[src/rtl/sdram_rd_sched.sv]
module sdram_rd_sched #(
  parameter int BL     = 4,
  parameter int COL_W  = 9,
  parameter int BA_W   = 2,
  parameter int ADDR_W = 12,
  parameter int AP_BIT = 10
) (
  input  logic                      clk,
  input  logic                      rst_n,
  input  logic                      cl3,
  input  logic                      wr_safe,
  input  logic                      req_valid,
  output logic                      req_ready,
  input  logic                      req_write,
  input  logic [BA_W-1:0]           req_bank,
  input  logic [COL_W-1:0]          req_col,
  input  logic                      req_ap,
  input  logic [$clog2(BL):0]       req_len,
  output logic                      cke,
  output logic                      cs_n,
  output logic                      ras_n,
  output logic                      cas_n,
  output logic                      we_n,
  output logic [ADDR_W-1:0]         sd_addr,
  output logic [BA_W-1:0]           sd_ba,
  output logic                      dq_oe,
  output logic                      rd_valid
);
  localparam int LEN_W = $clog2(BL) + 1;
  localparam int TW    = LEN_W + 2;
  localparam logic [LEN_W-1:0] BL_V = LEN_W'(BL);

  logic [LEN_W-1:0]  n_len;
  logic              acc, acc_rd, acc_wr;
  logic [TW-1:0]     gap_q, gap_ld;
  logic [2:0]        pv;
  logic [LEN_W-1:0]  pl0, pl1, pl2;
  logic              tap_v;
  logic [LEN_W-1:0]  tap_l;
  logic [LEN_W-1:0]  rcnt, wcnt;
  logic [ADDR_W-1:0] a_nx;

  assign n_len  = (req_len == '0 || req_len > BL_V) ? BL_V : req_len;
  assign acc    = req_valid && req_ready;
  assign acc_rd = acc && !req_write;
  assign acc_wr = acc && req_write;

  assign gap_ld = (cl3 ? TW'(3) : TW'(2)) + TW'(n_len) - TW'(1)
                + (wr_safe ? TW'(0) : TW'(1));
  assign req_ready = !req_write || (gap_q == '0);

  assign tap_v = cl3 ? pv[2] : pv[1];
  assign tap_l = cl3 ? pl2 : pl1;

  assign cke      = 1'b1;
  assign cs_n     = 1'b0;
  assign ras_n    = 1'b1;
  assign rd_valid = (rcnt != '0);
  assign dq_oe    = (wcnt != '0);

  always_comb begin
    a_nx = '0;
    a_nx[COL_W-1:0] = req_col;
    a_nx[AP_BIT]    = req_ap;
  end

  always_ff @(posedge clk) begin
    if (!rst_n) begin
      gap_q <= '0;
      pv    <= '0;
      pl0   <= '0;
      pl1   <= '0;
      pl2   <= '0;
      rcnt  <= '0;
      wcnt  <= '0;
    end else begin
      if (acc_rd)               gap_q <= gap_ld;
      else if (gap_q != '0)     gap_q <= gap_q - TW'(1);

      pv  <= {pv[1:0], acc_rd};
      pl0 <= n_len;
      pl1 <= pl0;
      pl2 <= pl1;

      if (tap_v)                rcnt <= tap_l;
      else if (rcnt != '0)      rcnt <= rcnt - LEN_W'(1);

      if (acc_wr)               wcnt <= n_len;
      else if (acc_rd)          wcnt <= '0;
      else if (wcnt != '0)      wcnt <= wcnt - LEN_W'(1);
    end
  end

  always_ff @(posedge clk) begin
    if (!rst_n || !acc) begin
      cas_n   <= 1'b1;
      we_n    <= 1'b1;
      sd_addr <= '0;
      sd_ba   <= '0;
    end else begin
      cas_n   <= 1'b0;
      we_n    <= !req_write;
      sd_addr <= a_nx;
      sd_ba   <= req_bank;
    end
  end
endmodule

[config.mk]
export PLATFORM = sky130hd
export DESIGN_NAME = sdram_rd_sched
export DESIGN_NICKNAME = d
export VERILOG_FILES = /design/src/rtl/sdram_rd_sched.sv
export SDC_FILE = /design/constraint.sdc
export NUM_CORES = 1
export LEC_CHECK = 0
export ABC_AREA = 1
export BUFFER_PORTS_ARGS = -buffer_cell sky130_fd_sc_hd__buf_2
export CAP_MARGIN = 40
export CORE_ASPECT_RATIO = 0.5
export CORE_MARGIN = 4
export CORE_UTILIZATION = 30
export DETAILED_ROUTE_END_ITERATION = 12
export PLACE_DENSITY = 0.59
export SLEW_MARGIN = 20
export SYNTH_ARGS = -nofsm -noshare
export SYNTH_HDL_FRONTEND = slang
export SYNTH_SLANG_ARGS = --single-unit
[constraint.sdc]
create_clock -name clk -period 1.7 [get_ports clk]
set_input_delay 0.255 -clock clk [delete_from_list [all_inputs] [get_ports clk]]
set_output_delay 0.255 -clock clk [all_outputs]
set_load 0.02 [all_outputs]
==> run metrics <==
drt wl/cell=approximately 9.1 um; Worst EP required=1.44 ns; Max Slew Vio Count=0; Initial Util=0.3209; # Post-CTS Setup Buffers=0; Routed Wire Length=2.982 mm; setup TNS=0 ns; ys flop type=dfxtp_1; Ys Warns=0; number of nets in the layout=around 290; PostCTS Resize Cnt=0; hold crit path type=in2reg; critical path's slowest cell=dfxtp_1; HPWL after detailed placement=2.376 mm; crit path max fanout=4; Initial DRC Count=26; Residual DRC=0; CP Cell Sequence=inv_1, ha_1, nand3_2, nand2_2, buf_2; synthesized instance count=roughly 210; CTS tree=built; Pwr Density=1422 mW/mm^2; die width=112.6 um; Root Driver=clkbuf_8; Leakage=1.095 nW; library cells used by synthesis=27; max_cap viols=0; clock sink count=37; FP Rows=18; Worst-path clk slew=around 0.070 ns; Via density=4.006; largest net degree at the start of global routing=14; Post-synth ARST share=0; Period Utilization, post-route=0.9484; clock latency on the worst-skew pair=0.28 ns; Crit Path Class=reg2out; total power=2.896 mW; first-pass GRT wire length=approximately 4.9 mm; share of cells above drive strength 1=0.3113; Final ANT Viol Nets=0; worst-case clock skew=between 0.004 and 0.005 ns; Max Freq=620.2 MHz; family with the most delay on the worst path=flip-flops; Final Setup Violations=0; grt ovf=0; Total GRT Usage=0.09229; Hold Vio Cnt, Final=0; Critical path buffers and inverters=2; sequential area share after synthesis=0.4516; vias in the first global route=1,208; die area=0.006786 mm^2; H-tree depth=2; fin area=0.002036 mm^2; Detailed Routing Iterations Pass 1=4; RSZ-0062 raised after global routing=no; CTS Buffer Depth=2; EDFF count, synth=0; flops & latches, synth=37; Antenna diodes=0; Cell Area, Synth=0.001640 mm^2; CTS Hold Bufs=0; Die Y=60.29 um; antenna violations before repair=0; worst path arrival time=roughly 1.4 ns; Port Buf Inserts=37; Area after DPL=around 0.002 mm^2; global placer's final weighted congestion=0.7641; Worst VDD drop=0.0004455 V; Critical Path Start Type=register; IO Pins=43; status=completed; minimum clock period=1.612 ns; worst reg-to-reg setup slack=0.24 ns; CP max stage delay=roughly 0.30 ns; Synth Area per Inst=7.848 um^2; core footprint=0.005112 mm^2; Setup crit end kind=output pin; Inserted Clock Buffers=5; Area Overhead vs Synth=24.10%; Via Count=1,310
## placed cells by master (no fill, tap or decap), types with 2 or more instances in the layout
| cell type | n |
|---|---|
| nand2_2 | 4 |
| a21oi_1 | 8 |
| nor3_1 | 2 |
| nand3_1 | 7 |
| nor2_1 | 15 |
| nor2_4 | 2 |
| nor2_2 | 12 |
| buf_2 | 37 |
| nand2_1 | 31 |
| ha_1 | 7 |
| inv_1 | 46 |
| clkinv_2 | 2 |
| xor2_1 | 2 |
| inv_2 | 4 |
| nand4_1 | 4 |
| clkbuf_8 | 5 |
| nand3_2 | 2 |
| buf_4 | 8 |
| o21ai_0 | 8 |
| dfxtp_1 | 37 |
| conb_1 | 5 |
## cell type report
class                      instances  area (um^2)
sequential                        37        740.7
fill                             530         3077
clock buffer                       5        68.82
inverter                          50        187.7
tap                               70        87.58
timing repair buffer              45        245.2
clock inverter                     3        17.52
multi-input combinational        117        688.2
## power breakdown
| part | internal (mW) | total, mW | switching, mW |
|---|---|---|---|
| registers | 1.02 | 1.09 | 0.0601 |
| logic | 0.461 | 1.22 | 0.764 |
| clock network | 0.283 | 0.586 | 0.303 |
| total | 1.77 | 2.90 | 1.13 |
## worst register-to-register path, delay by kind of cell (launching register included)
| kind | cells | cell delay [ns] |
|---|---|---|
| and+or+nand+nor | 4 | 0.76 |
| DFF | 1 | 0.30 |
| adders and majority gates | 1 | 0.24 |
| buffers and inverters | 1 | 0.10 |
## synthesized netlist by cell type (all sizes together) (4+ instances only)
master,count,area share
buf,8,0.035
nand2,35,0.085
inv,50,0.11
o21ai,8,0.024
nor2,29,0.091
dfxtp,37,0.45
nand4,4,0.015
nand3,9,0.034
ha,9,0.069
a21oi,9,0.030
## path summary, 6_finish.rpt
path                 start     endpoint  cells after the start
setup / recovery  gap_q[0]    req_ready                      5
hold / removal      req_ap  sd_addr[10]                      3
setup reg to reg  gap_q[0]  sd_addr[10]                      6
hold reg to reg     pl0[1]       pl1[1]                      2
## metrics by stage
step	hold WS [ns]	cells	util	setup slack (ns)
floorplan	0.3428	212	-	-0.01637
global placement	0.3921	319	0.3808	-0.1477
detailed placement	0.3968	319	0.3808	-0.1762
CTS	0.1670	327	0.3977	0.08159
global route	0.1698	327	0.3982	0.01760
finish	0.1792	327	0.3982	0.08771
## state kept, by name (all words and copies together), names as in the netlist
name,flops
sd_addr,10
wcnt,3
pl2,3
pl1,3
pv,3
pl0,3
rcnt,3
sd_ba,2
cas_n,1
gap_q,5
we_n,1
## cells by family (layout without fill, tap and decap cells)
family / after synthesis / in the layout / synth area share
simple gates: 80 / 80 / 0.2342
buf+inv: 58 / 103 / 0.1495
flops: 37 / 37 / 0.4516
compound gates: 19 / 19 / 0.06332
fa+ha+maj: 10 / 10 / 0.08086
xor+xnor: 3 / 3 / 0.01602
other cells: 2 / 5 / 0.004578
## routing by layer
metal | wire (um) | vias to the layer above | global-route usage
li1 | - | 708 | -
met1 | 1308 | 575 | 0.1003
met2 | 1505 | 23 | 0.1667
met3 | 140 | 4 | 0.02932
met4 | 29 | 0 | 0.04623
met5 | 0 | - | 0
No activity file was read; power rests on OpenSTA's default activity.
